==> src/rtl/dbgen_pkg.sv <==
package dbgen_pkg;

   localparam int CTRL_W = 6;

   // Field order sets the bit positions software writes (bit 0 = src_rise).
   typedef struct packed {
      logic inv_b;
      logic inv_a;
      logic route_b;
      logic route_a;
      logic src_fall;
      logic src_rise;
   } dbgen_ctrl_t;

   localparam logic [1:0] ADDR_CTRL = 2'd0;
   localparam logic [1:0] ADDR_RISE = 2'd1;
   localparam logic [1:0] ADDR_FALL = 2'd2;

   // out_a = rising path of A, out_b = inverted falling path of A
   localparam dbgen_ctrl_t CTRL_RESET = '{inv_b: 1'b1, inv_a: 1'b0,
                                          route_b: 1'b1, route_a: 1'b0,
                                          src_fall: 1'b0, src_rise: 1'b0};

endpackage

==> src/rtl/dbgen_regs.sv <==
module dbgen_regs
   import dbgen_pkg::*;
#(
   parameter int CNT_W  = 14,
   parameter int DATA_W = 14
) (
   input  logic              clk,
   input  logic              rst_n,
   input  logic              wr_en,
   input  logic [1:0]        wr_addr,
   input  logic [DATA_W-1:0] wr_data,
   input  logic              load,
   output dbgen_ctrl_t       act_ctrl,
   output logic [CNT_W-1:0]  act_rise,
   output logic [CNT_W-1:0]  act_fall
);

   dbgen_ctrl_t      sh_ctrl;
   logic [CNT_W-1:0] sh_rise;
   logic [CNT_W-1:0] sh_fall;

   always_ff @(posedge clk) begin
      if (!rst_n) begin
         sh_ctrl <= CTRL_RESET;
         sh_rise <= '0;
         sh_fall <= '0;
      end else if (wr_en) begin
         case (wr_addr)
            ADDR_CTRL: sh_ctrl <= dbgen_ctrl_t'(wr_data[CTRL_W-1:0]);
            ADDR_RISE: sh_rise <= wr_data[CNT_W-1:0];
            ADDR_FALL: sh_fall <= wr_data[CNT_W-1:0];
            default:   ;
         endcase
      end
   end

   always_ff @(posedge clk) begin
      if (!rst_n) begin
         act_ctrl <= CTRL_RESET;
         act_rise <= '0;
         act_fall <= '0;
      end else if (load) begin
         act_ctrl <= sh_ctrl;
         act_rise <= sh_rise;
         act_fall <= sh_fall;
      end
   end

   // active setup only moves on a load
   a_r6_active_hold: assert property (@(posedge clk) disable iff (!rst_n)
      !load |=> ($stable(act_ctrl) && $stable(act_rise) && $stable(act_fall)));

   // a load takes the shadow contents from before the edge
   a_r7_load_copy: assert property (@(posedge clk) disable iff (!rst_n)
      load |=> (act_ctrl == $past(sh_ctrl) && act_rise == $past(sh_rise)
                && act_fall == $past(sh_fall)));

   // address 3 leaves every shadow register alone
   a_r6_spare_addr: assert property (@(posedge clk) disable iff (!rst_n)
      (wr_en && wr_addr == 2'd3) |=> ($stable(sh_ctrl) && $stable(sh_rise) && $stable(sh_fall)));

endmodule

==> src/rtl/dbgen_edge_delay.sv <==
module dbgen_edge_delay #(
   parameter int CNT_W      = 14,
   parameter bit DELAY_FALL = 1'b0
) (
   input  logic             clk,
   input  logic             rst_n,
   input  logic             din,
   input  logic [CNT_W-1:0] dly,
   output logic             dout
);

   // Work in a normalised domain where the delayed edge is always a rise.
   logic             x;
   logic             y;
   logic [CNT_W-1:0] cnt;

   generate
      if (DELAY_FALL) begin : g_fall
         assign x    = ~din;
         assign dout = ~y;
      end else begin : g_rise
         assign x    = din;
         assign dout = y;
      end
   endgenerate

   always_ff @(posedge clk) begin
      if (!rst_n)        cnt <= '0;
      else if (!x)       cnt <= '0;
      else if (cnt < dly) cnt <= cnt + 1'b1;
   end

   assign y = x && (cnt >= dly);

   // a delayed edge never appears in the first cycle of the level
   a_r2_r3_edge_hold: assert property (@(posedge clk) disable iff (!rst_n)
      (x && !$past(x) && dly != '0) |-> !y);

   // zero delay is transparent
   a_r4_zero_pass: assert property (@(posedge clk) disable iff (!rst_n)
      (dly == '0) |-> (y == x));

   // the delayed level only starts after the input level has lasted
   a_r5_no_runt: assert property (@(posedge clk) disable iff (!rst_n)
      (y && !$past(y) && dly != '0) |-> $past(x));

   // the count never passes the all-ones value
   a_r11_no_wrap: assert property (@(posedge clk) disable iff (!rst_n)
      (cnt == {CNT_W{1'b1}}) |=> (cnt == {CNT_W{1'b1}} || cnt == '0 || cnt <= dly));

endmodule

==> src/rtl/deadband_gen.sv <==
module deadband_gen
   import dbgen_pkg::*;
#(
   parameter int CNT_W  = 14,
   parameter int DATA_W = 14
) (
   input  logic              clk,
   input  logic              rst_n,
   input  logic              pwm_a_in,
   input  logic              pwm_b_in,
   input  logic              wr_en,
   input  logic [1:0]        wr_addr,
   input  logic [DATA_W-1:0] wr_data,
   input  logic              load,
   output logic              out_a,
   output logic              out_b
);

   localparam int N_OUT = 2;

   generate
      if (DATA_W < CNT_W) begin : g_chk_cnt
         $error("deadband_gen: DATA_W must hold a full delay value");
      end
      if (DATA_W < CTRL_W) begin : g_chk_ctrl
         $error("deadband_gen: DATA_W must hold the control word");
      end
      if (CNT_W < 1) begin : g_chk_w
         $error("deadband_gen: CNT_W must be positive");
      end
   endgenerate

   dbgen_ctrl_t      ctrl;
   logic [CNT_W-1:0] dly_rise;
   logic [CNT_W-1:0] dly_fall;
   logic             rise_path;
   logic             fall_path;
   logic             rise_src;
   logic             fall_src;

   dbgen_regs #(.CNT_W(CNT_W), .DATA_W(DATA_W)) u_regs (
      .clk      (clk),
      .rst_n    (rst_n),
      .wr_en    (wr_en),
      .wr_addr  (wr_addr),
      .wr_data  (wr_data),
      .load     (load),
      .act_ctrl (ctrl),
      .act_rise (dly_rise),
      .act_fall (dly_fall)
   );

   assign rise_src = ctrl.src_rise ? pwm_b_in : pwm_a_in;
   assign fall_src = ctrl.src_fall ? pwm_b_in : pwm_a_in;

   dbgen_edge_delay #(.CNT_W(CNT_W), .DELAY_FALL(1'b0)) u_rise (
      .clk  (clk),
      .rst_n(rst_n),
      .din  (rise_src),
      .dly  (dly_rise),
      .dout (rise_path)
   );

   dbgen_edge_delay #(.CNT_W(CNT_W), .DELAY_FALL(1'b1)) u_fall (
      .clk  (clk),
      .rst_n(rst_n),
      .din  (fall_src),
      .dly  (dly_fall),
      .dout (fall_path)
   );

   logic [N_OUT-1:0] route_sel;
   logic [N_OUT-1:0] inv_sel;
   logic [N_OUT-1:0] outs;

   assign route_sel = {ctrl.route_b, ctrl.route_a};
   assign inv_sel   = {ctrl.inv_b, ctrl.inv_a};

   generate
      for (genvar ch = 0; ch < N_OUT; ch++) begin : g_out
         assign outs[ch] = (route_sel[ch] ? fall_path : rise_path) ^ inv_sel[ch];
      end
   endgenerate

   assign out_a = outs[0];
   assign out_b = outs[1];

endmodule

==> config.mk <==
export PLATFORM = sky130hd
export DESIGN_NAME = deadband_gen
export DESIGN_NICKNAME = d
export VERILOG_FILES = /design/src/rtl/dbgen_pkg.sv /design/src/rtl/dbgen_regs.sv /design/src/rtl/dbgen_edge_delay.sv /design/src/rtl/deadband_gen.sv
export SDC_FILE = /design/constraint.sdc
export NUM_CORES = 1
export LEC_CHECK = 0
export ABC_AREA = 1
export BUFFER_PORTS_ARGS = -buffer_cell sky130_fd_sc_hd__buf_2
export CAP_MARGIN = 20
export CORE_AREA = 5 5 116 162
export CTS_BUF_LIST = sky130_fd_sc_hd__clkbuf_4 sky130_fd_sc_hd__clkbuf_8
export CTS_CLUSTER_SIZE = 24
export DETAILED_ROUTE_END_ITERATION = 12
export DIE_AREA = 0 0 121 167
export PLACE_DENSITY = 0.45
export SYNTH_ARGS = -nofsm -noshare
export SYNTH_HDL_FRONTEND = slang
export SYNTH_HIERARCHICAL = 1
export SYNTH_SLANG_ARGS = --single-unit
==> constraint.sdc <==
create_clock -name clk -period 2 [get_ports clk]
set_input_delay 0.1 -clock clk [delete_from_list [all_inputs] [get_ports clk]]
set_output_delay 0.1 -clock clk [all_outputs]
set_load 0.03 [all_outputs]
# Word level (Yosys, flattened, before mapping)

Cells that the tools add are included.
W data, S select, Z words.

Memories kept: 0
Output and inout bits: 2
Logic and storage cells: 43
Memory bits (read-only): 0
Input bits: 22
Bits in writable memories: 0
Bits in latches: 0
Register bits after elaboration: 96

Shift operators: 0
Equality and inequality tests: 2
Add/sub/neg operators: 2
Multiplexer cells: 4
$lt $le $gt $ge: 4
Reductions and logical operators: 8
Div/mod/pow operators: 0
Multipliers: 0
Bitwise operators: 5

Operators by type and width:

| kind                    | count |
|---|---|
| $add A14 B1 Y14 const B | 2 |
| $ge A14 B14 Y1          | 2 |
| $lt A14 B14 Y1          | 2 |
| $reduce_and A2 Y1       | 4 |
| $mux W1                 | 4 |
| $not A1 Y1              | 3 |
| $eq A2 B1 Y1 const B    | 1 |
| $eq A2 B2 Y1 const B    | 1 |
| $logic_and A1 B1 Y1     | 2 |
| $logic_not A2 Y1        | 1 |
| $reduce_or A2 Y1        | 1 |
| $xor A1 B1 Y1           | 2 |

# Logic depth before layout (Yosys ltp)

Gate-level depths: netlist of the first run.

Depth in word-level cells: 6
Gate-level depth with buffers: 17
Mapped depth without buffers: 17

# Modules after synthesis

The synthesis of the first run kept the hierarchy.

By module, submodules not included:

| module                    | times used | cells each | seq. area each (um^2) | area an instance (um^2) |
|---|---|---|---|---|
| dbgen_regs                | 1          | 335        | 1361.3                | 2491.1 |
| dbgen_edge_delay (u_rise) | 1          | 198        | 280.3                 | 1308.8 |
| dbgen_edge_delay (u_fall) | 1          | 206        | 280.3                 | 1303.8 |
| deadband_gen              | 1          | 25         | 0.0                   | 101.3 |

# Worst setup path after synthesis of the first run

OpenSTA, ideal clock, no wires.

Path type: register to output
Start: register u_regs.act_fall[13]
End: output out_b
Data arrival time: 1.781 ns
Cell stages (with the launch flop): 16
Data required time: 1.900 ns
Setup slack: 0.119 ns
Buffers on the path: 0
Path through: dfxtp_1 > inv_1 > ha_1 > nand2_2 > inv_1 > nand2_1 > nand2_1 > a21oi_4 > nand2_4 > inv_1 > nand2_1 > nand2_1 > inv_1 > nand2_1 > nand3_1 > nand2_1

Cells in the longest elaborated chain, start to end: 5

Ends and longest elaborated chain:

| element                | line                   | RTL |
|---|---|---|
| from (decl)            | dbgen_regs.sv:15       | `output logic [CNT_W-1:0] act_fall` |
| from (signal assigned) | dbgen_regs.sv:45       | `act_fall <= sh_fall;` |
| $ge A14 B14 Y1         | dbgen_edge_delay.sv:33 | `assign y = x && (cnt >= dly);` |
| $logic_and A1 B1 Y1    | dbgen_edge_delay.sv:33 |  |
| $not A1 Y1             | dbgen_edge_delay.sv:20 | `assign dout = ~y;` |
| net fall_path          | deadband_gen.sv:37     | `logic fall_path;` |
| $mux W1                | deadband_gen.sv:81     | `assign outs[ch] = (route_sel[ch] ? fall_path : rise_path) ^ inv_sel[ch];` |
| $xor A1 B1 Y1          | deadband_gen.sv:81     |  |
| to (decl)              | deadband_gen.sv:16     | `output logic out_b` |

The timed path passes the listed nets, and every way through them passes these cells.

# Worst setup path in the final report of the first run

Start: register u_regs.act_fall[9]
End: output out_a

Cells in the longest elaborated chain, start to end: 5

Ends and longest elaborated chain:

| element             | line                   | RTL |
|---|---|---|
| $ge A14 B14 Y1      | dbgen_edge_delay.sv:33 |  |
| $logic_and A1 B1 Y1 | dbgen_edge_delay.sv:33 |  |
| $not A1 Y1          | dbgen_edge_delay.sv:20 |  |
| net fall_path       | deadband_gen.sv:37     |  |
| $mux W1             | deadband_gen.sv:81     |  |
| $xor A1 B1 Y1       | deadband_gen.sv:81     |  |
| to (decl)           | deadband_gen.sv:15     | `output logic out_a,` |

The timed path passes the listed nets, and every way through them passes these cells.

==> results of run 1 <==
logic make-up after synthesis:
kind of cell,after synthesis,synth area share (%)
buffers and inverters,135,11.1
AOI/OAI and AO/OA,91,9.54
DFF,96,36.9
xor gates and xnor gates,10,1.68
adders and majority gates,30,7.21
and+or+nand+nor,402,33.6
worst register-to-register path, stage by stage, from the launching register on:
cell and delay [ns]:
dfxtp_2 0.35, inv_2 0.04, ha_4 0.25, nand2_2 0.07
nor2_4 0.13, inv_2 0.05, nor2_4 0.08, nand2_2 0.08
buf_4 0.13, buf_4 0.12, buf_4 0.17, nand3b_1 0.10
nand2_1 0.05, nor2_1 0.08
power breakdown:
| group | switching, mW | leakage [nW] | internal [mW] | total [mW] |
|---|---|---|---|---|
| clock | 0.788 | 0.102 | 0.494 | 1.28 |
| combinational | 1.28 | 2.05 | 0.933 | 2.21 |
| sequential | 0.108 | 0.800 | 2.07 | 2.17 |
| total | 2.18 | 2.95 | 3.49 | 5.67 |
layout by cell type, fill, tap and decap left out:
cell | netlist | routed
a21oi_1 | 47 | 43
a21oi_2 | 8 | 11
a21oi_4 | 1 | 2
and2_1 | 1 | 1
buf_2 | 10 | 21
buf_4 | 3 | 47
buf_6 | 2 | 3
clkbuf_8 | 0 | 9
clkinv_2 | 0 | 1
clkinv_4 | 0 | 1
clkinv_8 | 0 | 1
dfxtp_1 | 96 | 61
dfxtp_2 | 0 | 34
dfxtp_4 | 0 | 1
dlygate4sd3_1 | 0 | 8
ha_1 | 30 | 9
ha_4 | 0 | 21
inv_1 | 107 | 80
inv_2 | 2 | 29
inv_6 | 0 | 1
inv_8 | 0 | 3
nand2_1 | 199 | 179
nand2_2 | 10 | 26
nand2_4 | 3 | 7
nand3_1 | 51 | 44
nand3_2 | 4 | 10
nand3_4 | 0 | 1
nand3b_1 | 6 | 6
nand4_1 | 10 | 10
nor2_1 | 108 | 106
nor2_2 | 2 | 3
nor2_4 | 6 | 7
nor3_1 | 2 | 2
o21ai_0 | 35 | 35
xnor2_1 | 2 | 2
xor2_1 | 8 | 8
flip-flops by register name, summed over array words and instances, names as in the netlist:
| signal | flops |
|---|---|
| u_regs/act_rise | 14 |
| u_regs/sh_ctrl | 6 |
| u_fall/cnt | 14 |
| u_regs/act_ctrl | 6 |
| u_regs/sh_rise | 14 |
| u_regs/act_fall | 14 |
| u_rise/cnt | 14 |
| u_regs/sh_fall | 14 |
through the flow:
stage / power [mW] / area [µm²] / utilization [%] / instances
3_3_place_gp: 3.92 / 5730 / 33.4 / 1035
2_1_floorplan: 3.49 / 5200 / - / 764
6_report: 5.67 / 6560 / 38.1 / 1069
3_5_place_dp: 3.95 / 5730 / 33.4 / 1035
5_1_grt: 6.10 / 6560 / 38.1 / 1069
4_1_cts: 5.62 / 6450 / 37.5 / 1067
cell type report:
type / instances / area [µm²]
Clock inverter: 7 / 72.6
Fill cell: 1854 / 10600
Multi-Input combinational cell: 533 / 3120
Sequential cell: 96 / 1970
Timing Repair Buffer: 79 / 572
Tap cell: 236 / 295
Inverter: 109 / 409
Clock buffer: 9 / 124
timing repair:
action,in CTS,in global routing
endpoints found under the hold margin,13,0
setup buffers,8,2
gates resized for setup,104,25
hold buffers,8,0
endpoints found under the setup margin,2,2
pin swaps,54,18
worst paths after layout:
kind,start,end,slack [ns],cells past startpoint
worst min register to register,u_regs/sh_rise[0],u_regs/act_rise[0],0.45,2
worst max-delay path,u_regs/act_fall[9],out_a,-0.20,14
worst max register to register,u_regs/act_rise[12],u_rise/cnt[1],0.25,13
worst min-delay path,wr_data[4],u_regs/sh_fall[4],0.03,3
metal layers:
| layer | global-route usage, % | wire length (µm) |
|---|---|---|
| met1 | 16.4 | 5980 |
| met2 | 24.5 | 6740 |
| met3 | 2.20 | 307 |
| met4 | 5.52 | 369 |
| met5 | 0 | 0 |
==> results.json, run 1 <==
{
  "critical_path_class": "flip-flop to primary output",
  "syn_area_um2": 5200,
  "syn_to_final_growth_pct": 26.0,
  "clk_path_buf_depth": 2,
  "nNetsFinal": 880,
  "ioPinCount": 24,
  "period_share_pct": 110,
  "hp-class": "input port to flip-flop",
  "required_ns": 1.90,
  "path_clk_slew_ns": 0.11,
  "finalCriticalPeriod_ns": 2.20,
  "setup.worst_path.end_class": "primary output",
  "setup_tns_ns": -0.396,
  "synth-edff-count": 0,
  "cts_tree": "built",
  "drt-pass1-iter-count": 5,
  "start_kind": "flip-flop",
  "viasPerCell": 4.48,
  "path_buf_inv": 4,
  "arrival_ns": 2.10,
  "crit_top_cell": "inv_2",
  "yosysTopAreaCell": "dfxtp_1",
  "place_hpwl_mm": 9.64,
  "synth_nets": 816,
  "overflow": 0,
  "rows": 57,
  "synth.cells.most_frequent": "nand2_1, nor2_1, inv_1, dfxtp_1, nand3_1",
  "h-tree-depth": 3,
  "antenna_cells": 0,
  "p_leak_nw": 2.95,
  "synth_cells": 764,
  "synth_cell_types": 29,
  "violations": "negative setup slack",
  "wl_mm": 13.4,
  "max_freq_mhz": 454,
  "critical_path.top_delay_family": "simple AND/OR/NAND/NOR gates",
  "syn_area_per_cell_um2": 6.81,
  "crit_fanout": 3,
  "synth-async-reset-ratio_pct": 0,
  "grt_pass1_vias": 4831,
  "synth_flop_cell": "dfxtp_1",
  "synth_top_area_share_pct": 36.9,
  "floorplan.initialDensity_pct": 30.3,
  "pre_cts_ws_ns": -0.0433,
  "cts_sinks": 96,
  "crit_chain": "inv_2 > ha_4 > nand2_1 > inv_2 > nand3_4 > nor2_4 > nand4_1 > nand2_4 > nand2_4 > inv_2 > nand2_1 > nand3_2 > nand2_2 > buf_6",
  "synth_most_common_cell": "nand2_1",
  "numCtsBuffers": 9,
  "ant_nets": 0,
  "gp_congestion": 0.854,
  "die_area_um2": 20200,
  "holdWs_ns": 0.0310,
  "clock_skew_ns": 0.0179,
  "hold_viol": 0,
  "rsz0062_at_grt": "true",
  "relSlewSlack_pct": 47.0,
  "worstMarginPinSlew_ns": 0.792,
  "cpPeakStageDelay_ns": 0.34,
  "yosys-top-cells-area": "dfxtp_1, nand2_1, nor2_1",
  "slowest_stage": "dfxtp_2",
  "grt_use_total_pct": 13.8,
  "dieWidth_um": 121,
  "p_per_area_nw_per_um2": 865,
  "wire_per_inst_um": 12.5,
  "drive_above_1_share_pct": 28.7,
  "yosysSeqAreaShare_pct": 36.9,
  "antenna_found_initial": 0,
  "power.ir.vdd_worst_mv": 0.412,
  "core_area_um2": 17200,
  "grt_max_degree": 61,
  "synth_warnings": 6,
  "status": "complete, but fails checks",
  "final_max_slew_viol_count": 0,
  "maxCapViolations": 0,
  "ys_ff_latch": 96,
  "drt-initial-drc-count": 117,
  "grt_pass1_wl_mm": 22.7,
  "drcViolationCount": 0,
  "io_buffers": 23,
  "root_buffer": "clkbuf_8",
  "dieHeight_um": 167,
  "clk_latency_ns": 0.37,
  "setup_viol": 2,
  "setup_ws_ns": -0.203,
  "vias": 4794
}
Note: power is estimated with default switching activity, not from simulation.
==> inputs of run 2 (changes only) <==
CORE_AREA = 5 5 111 155   (was 5 5 116 162)
DIE_AREA = 0 0 116 160   (was 0 0 121 167)
SKIP_CTS_REPAIR_TIMING = 1   (was not set)
SYNTH_HIERARCHICAL = not set   (was 1)
==> run 2 against run 1 <==
Against the previous run: the run ends with negative hold slack, negative setup slack left; synthesized cell count fell by 12%; wire length shrank 4.6%; critical path depth down 1; sequential power fell by 6%; die area fell by 8.2%; critical path type unchanged; critical endpoint unchanged; largest cell class unchanged; highest routed layer unchanged.
==> results.json, run 2 <==
{
  "setup_tns_ns": -0.204,
  "multiInputGateArea_um2": 2820,
  "path_buf_inv": 2,
  "io_buffers": 23,
  "nNetsFinal": 777,
  "clock_skew_ns": 0.0127,
  "ant_nets": 0,
  "yosysSeqAreaShare_pct": 40.4,
  "critical_path_class": "flip-flop to primary output",
  "holdWs_ns": -0.00499,
  "required_ns": 1.90,
  "syn_area_per_cell_um2": 7.09,
  "ys_ff_latch": 96,
  "synth_warnings": 0,
  "hp-class": "input port to flip-flop",
  "cts_tree": "built",
  "antenna_cells": 0,
  "status": "complete, but fails checks",
  "rr_startpoint": "u_regs.act_rise[9]",
  "drive_above_1_share_pct": 27.7,
  "mostFrequentLayoutCell": "nand2_1",
  "antenna_found_initial": 0,
  "yosys-top-cells-area": "dfxtp_1, nand2_1, nor2_1",
  "rsz0062_at_grt": "true",
  "drcViolationCount": 0,
  "cpPeakStageDelay_ns": 0.33,
  "place_hpwl_mm": 9.02,
  "max_freq_mhz": 475,
  "dpl_cell_area_um2": 5200,
  "path_clk_slew_ns": 0.10,
  "dieHeight_um": 160,
  "critical_path.top_delay_family": "simple AND/OR/NAND/NOR gates",
  "clk_path_buf_depth": 2,
  "maxCapViolations": 0,
  "floorplan.initialDensity_pct": 30.6,
  "grt_use_total_pct": 13.9,
  "drt-initial-drc-count": 234,
  "cts_sinks": 96,
  "crit_fanout": 3,
  "slowest_stage": "dfxtp_2",
  "h-tree-depth": 3,
  "gp_congestion": 0.845,
  "fill_cells": 1666,
  "crit_top_cell": "nand2_2",
  "rrSetupSlack_ns": 0.09,
  "clk_latency_ns": 0.37,
  "wire_per_inst_um": 13.8,
  "setup_viol": 2,
  "vias": 4315,
  "pre_cts_ws_ns": 0.0476,
  "crit_chain": "inv_1 > ha_4 > nand2_2 > nor2_1 > nand2_1 > nand3_2 > nand2_2 > nand3_4 > nand2_2 > nand2_1 > nand3_1 > nand2_2 > buf_6",
  "yosysTopAreaCell": "dfxtp_1",
  "grt_pass1_vias": 4124,
  "power_mw": 4.02,
  "final_area_um2": 6060,
  "core_area_um2": 15500,
  "p_leak_nw": 2.50,
  "ioPinCount": 24,
  "syn_to_final_growth_pct": 27.5,
  "synth_cell_types": 27,
  "worstMarginPinSlew_ns": 0.511,
  "ff_latch_area_um2": 1960,
  "min_from": "wr_data[7]",
  "final_max_slew_viol_count": 0,
  "rows": 54,
  "rr_endpoint": "u_rise.cnt[7]",
  "syn_area_um2": 4750,
  "synth-edff-count": 0,
  "grt_max_degree": 68,
  "p_per_area_nw_per_um2": 664,
  "synth.cells.most_frequent": "nand2_1, nor2_1, dfxtp_1, inv_1, o21ai_0",
  "arrival_ns": 2.01,
  "rr_worst_depth": 13,
  "grt_pass1_wl_mm": 20.4,
  "root_buffer": "clkbuf_8",
  "synth_nets": 722,
  "power.ir.vdd_worst_mv": 0.436,
  "synth_flop_cell": "dfxtp_1",
  "period_share_pct": 105,
  "wl_mm": 12.8,
  "die_area_um2": 18600,
  "start_kind": "flip-flop",
  "overflow": 0,
  "min_to": "u_regs.sh_rise[7]",
  "viasPerCell": 4.66,
  "synth_most_common_cell": "nand2_1",
  "dieWidth_um": 116,
  "hold_viol": 1,
  "finalCriticalPeriod_ns": 2.11,
  "violations": "negative hold slack, negative setup slack",
  "drt-pass1-iter-count": 5,
  "relSlewSlack_pct": 65.9,
  "numCtsBuffers": 9,
  "final_cell_mix": "nand2_1, nor2_1, o21ai_0, dfxtp_1, inv_1",
  "synth_cells": 670,
  "min_path_cells": 3,
  "synth_top_area_share_pct": 40.4,
  "setup.worst_path.end_class": "primary output",
  "setup_ws_ns": -0.107,
  "synth-async-reset-ratio_pct": 0
}
==> run 2: cell type report <==
type / instances / area share, %
clock buffers: 11 / 2.40
well taps: 196 / 4.05
flip-flops and latches: 96 / 32.4
inverters: 84 / 5.29
clock inverters: 5 / 1.03
repair buffers: 67 / 8.26
multi-input cells: 467 / 46.6
==> run 2: power breakdown <==
group | leakage (nW) | total (mW) | switching (mW) | internal [mW]
clock network | 0.100 | 1.37 | 0.737 | 0.636
registers | 0.797 | 2.03 | 0.0401 | 1.99
logic | 1.60 | 0.616 | 0.379 | 0.237
==> run 2: layer usage <==
| layer | wire, µm | global-route usage [%] | vias to the layer above |
|---|---|---|---|
| li1 | - | - | 2261 |
| met1 | 5530 | 17.2 | 1978 |
| met2 | 6580 | 23.5 | 55 |
| met3 | 318 | 2.42 | 21 |
| met4 | 344 | 5.59 | 0 |
| met5 | 0 | 0 | - |
==> run 2: worst max path at each step <==
stage	end	slack, ns	from	cells after the start
finish	out_a	-0.11	u_regs.act_fall[4]	13
global route	out_a	-0.21	u_regs.act_fall[4]	13
CTS	out_a	-0.39	u_fall.cnt[12]	12
detailed placement	out_b	0.05	u_fall.cnt[12]	12
global placement	out_b	0.11	u_rise.cnt[13]	12
floorplan	out_a	0.36	u_regs.act_rise[13]	12
==> run 2: tightest hold or removal path: cells and delay by family <==
family | cells | cell delay, ns
buffers and inverters | 1 | 0.10
and+or+nand+nor | 2 | 0.14
==> run 2: cells by family (layout without fill, tap and decap cells) <==
family,after synthesis,after routing,synth area share [%]
buffers and inverters,107,167,9.11
adders and majority gates,30,30,7.90
AOI/OAI and AO/OA,142,142,15.7
and+or+nand+nor,287,287,25.3
DFF,96,96,40.4
xor gates and xnor gates,8,8,1.47
==> run 2: stage by stage <==
| step | util, % | instances | hold slack [ns] |
|---|---|---|---|
| 2_1_floorplan | - | 670 | 0.213 |
| 3_3_place_gp | 33.5 | 890 | 0.345 |
| 3_5_place_dp | 33.5 | 890 | 0.351 |
| 4_1_cts | 34.8 | 906 | -0.0623 |
| 5_1_grt | 39.0 | 926 | 0.000111 |
| 6_report | 39.0 | 926 | -0.00499 |
==> inputs of run 3 (changes only) <==
CORE_AREA = 5 5 116 162   (was 5 5 111 155)
DIE_AREA = 0 0 121 167   (was 0 0 116 160)
SYNTH_HIERARCHICAL = 1   (was not set)
==> run 3 against run 2 <==
Against the previous run: the flow still finishes with violations (negative hold slack, negative setup slack); cell area rose by 5.7%; critical endpoint is now out_b; wire length rose by 3.3%; clock skew rose by 0.0037 ns; combinational power rose to 3.4 times the previous value; die area rose by 8.9%; clock-buffer cell count fell by 2; worst hold slack improved by 0.00079 ns; global-route usage fell by 0.66 points; sequential power rose by 6%; register-to-register slack improved by 0.23 ns.
==> results.json, run 3 (synthesis gave the netlist of run 1 again) <==
{
  "status": "complete, but fails checks",
  "violations": "negative hold slack, negative setup slack",
  "crit_fanout": 3,
  "rr_worst_depth": 10,
  "combPwrFrac_pct": 37.9,
  "ioPinCount": 24,
  "drt-initial-drc-count": 130,
  "start_kind": "flip-flop",
  "drcViolationCount": 0,
  "cts_sinks": 96,
  "seqPwrFrac_pct": 38.9,
  "worstMarginPinSlew_ns": 0.808,
  "viasPerCell": 4.45,
  "dpl_cell_area_um2": 5730,
  "cts_tree": "built",
  "place_hpwl_mm": 9.64,
  "final_cell_mix": "nand2_1, nor2_1, inv_1, dfxtp_1",
  "grt_pass1_vias": 4607,
  "die_area_um2": 20200,
  "relSlewSlack_pct": 45.9,
  "setup.worst_path.end_class": "primary output",
  "grt_max_degree": 61,
  "ant_nets": 0,
  "clock_skew_ns": 0.0164,
  "required_ns": 1.90,
  "ff_latch_area_um2": 1950,
  "dieWidth_um": 121,
  "path_clk_slew_ns": 0.11,
  "rsz0062_at_grt": "true",
  "wl_mm": 13.2,
  "p_clk_share_pct": 23.2,
  "clk_latency_ns": 0.37,
  "maxCapViolations": 0,
  "wire_per_inst_um": 12.4,
  "critical_path_class": "flip-flop to primary output",
  "swShare_pct": 38.4,
  "arrival_ns": 2.15,
  "p_per_area_nw_per_um2": 866,
  "hp-class": "input port to flip-flop",
  "floorplan.initialDensity_pct": 30.3,
  "holdWs_ns": -0.00420,
  "core_area_um2": 17200,
  "setup_viol": 2,
  "period_share_pct": 113,
  "antenna_found_initial": 0,
  "drt-pass1-iter-count": 5,
  "io_buffers": 23,
  "power.ir.vdd_worst_mv": 0.407,
  "clk_path_buf_depth": 2,
  "mostFrequentLayoutCell": "nand2_1",
  "p_int_mw": 3.41,
  "rows": 57,
  "multiInputGateArea_um2": 3040,
  "overflow": 0,
  "root_buffer": "clkbuf_8",
  "drive_above_1_share_pct": 25.0,
  "nNetsFinal": 872,
  "max_freq_mhz": 443,
  "setup_ws_ns": -0.255,
  "final_area_um2": 6400,
  "finalCriticalPeriod_ns": 2.25,
  "fill_cells": 1873,
  "hold_viol": 1,
  "final_max_slew_viol_count": 0,
  "min_path_cells": 3,
  "numCtsBuffers": 9,
  "syn_to_final_growth_pct": 23.0,
  "grt_use_total_pct": 13.2,
  "h-tree-depth": 3,
  "dieHeight_um": 167,
  "gp_congestion": 0.854,
  "antenna_cells": 0,
  "grt_pass1_wl_mm": 21.7,
  "p_sw_mw": 2.13,
  "p_leak_nw": 2.91,
  "vias": 4719
}
run 3: changes by cell type in the layout (fill, tap and decap cells not counted), sizes merged, moves of 7 or more:
cell	previous run	this run
nand2	133	212
nor3	11	2
nand3	28	55
nand4	3	10
inv	85	113
o21ai	80	35
nor2	109	116
run 3: per-layer routing:
layer	global-route usage (%)	routed length [µm]	vias to the layer above
met2	22.6	6670	68
met3	2.24	340	16
met5	0	0	-
met4	5.62	365	0
met1	16.2	5830	2141
li1	-	-	2494
run 3: final timing paths:
check,startpoint,endpoint,slack [ns]
max,u_regs/act_rise[7],out_b,-0.25
min,wr_data[11],u_regs/sh_fall[11],-0.004
max reg2reg,u_regs/act_fall[10],u_fall/cnt[9],0.32
min reg2reg,u_regs/sh_fall[1],u_regs/act_fall[1],0.46
run 3: cell type report:
type / count / area share (%)
multi-input cells: 533 / 47.6
flip-flops and latches: 96 / 30.5
repair buffers: 71 / 7.82
inverters: 109 / 6.43
well taps: 236 / 4.61
clock buffers: 9 / 1.94
clock inverters: 7 / 1.13
run 3: power by group through the flow:
stage	registers [mW]	clock network (mW)	logic (mW)
3_3_place_gp	2.18	0	1.74
2_1_floorplan	2.19	0	1.30
6_report	2.16	1.28	2.10
3_5_place_dp	2.18	0	1.77
5_1_grt	2.18	1.44	2.35
4_1_cts	2.13	1.34	1.78
run 3: worst max-delay path, cell delays in order, from the launching register on:
cell and delay, ns:
dfxtp_2 0.33, inv_1 0.10, ha_4 0.22, nand2_1 0.06
nand2_1 0.06, nand2_2 0.07, nand2_2 0.07, a21oi_4 0.19
nand2_4 0.06, inv_2 0.06, nand2_2 0.06, nand2_2 0.07
inv_2 0.05, inv_2 0.06, nand2_2 0.05, nand3_2 0.08
nand2_2 0.06, buf_6 0.13
run 3: through the flow:
step	setup TNS (ns)	setup WS [ns]	power [mW]	utilization (%)	cells
after floorplan	0	0.119	3.49	-	764
after global placement	0	0.0248	3.92	33.4	1035
after detailed placement	-0.0791	-0.0433	3.95	33.4	1035
after CTS	-0.951	-0.481	5.26	34.5	1051
after global routing	-0.754	-0.378	5.97	37.2	1061
final	-0.500	-0.255	5.54	37.2	1061
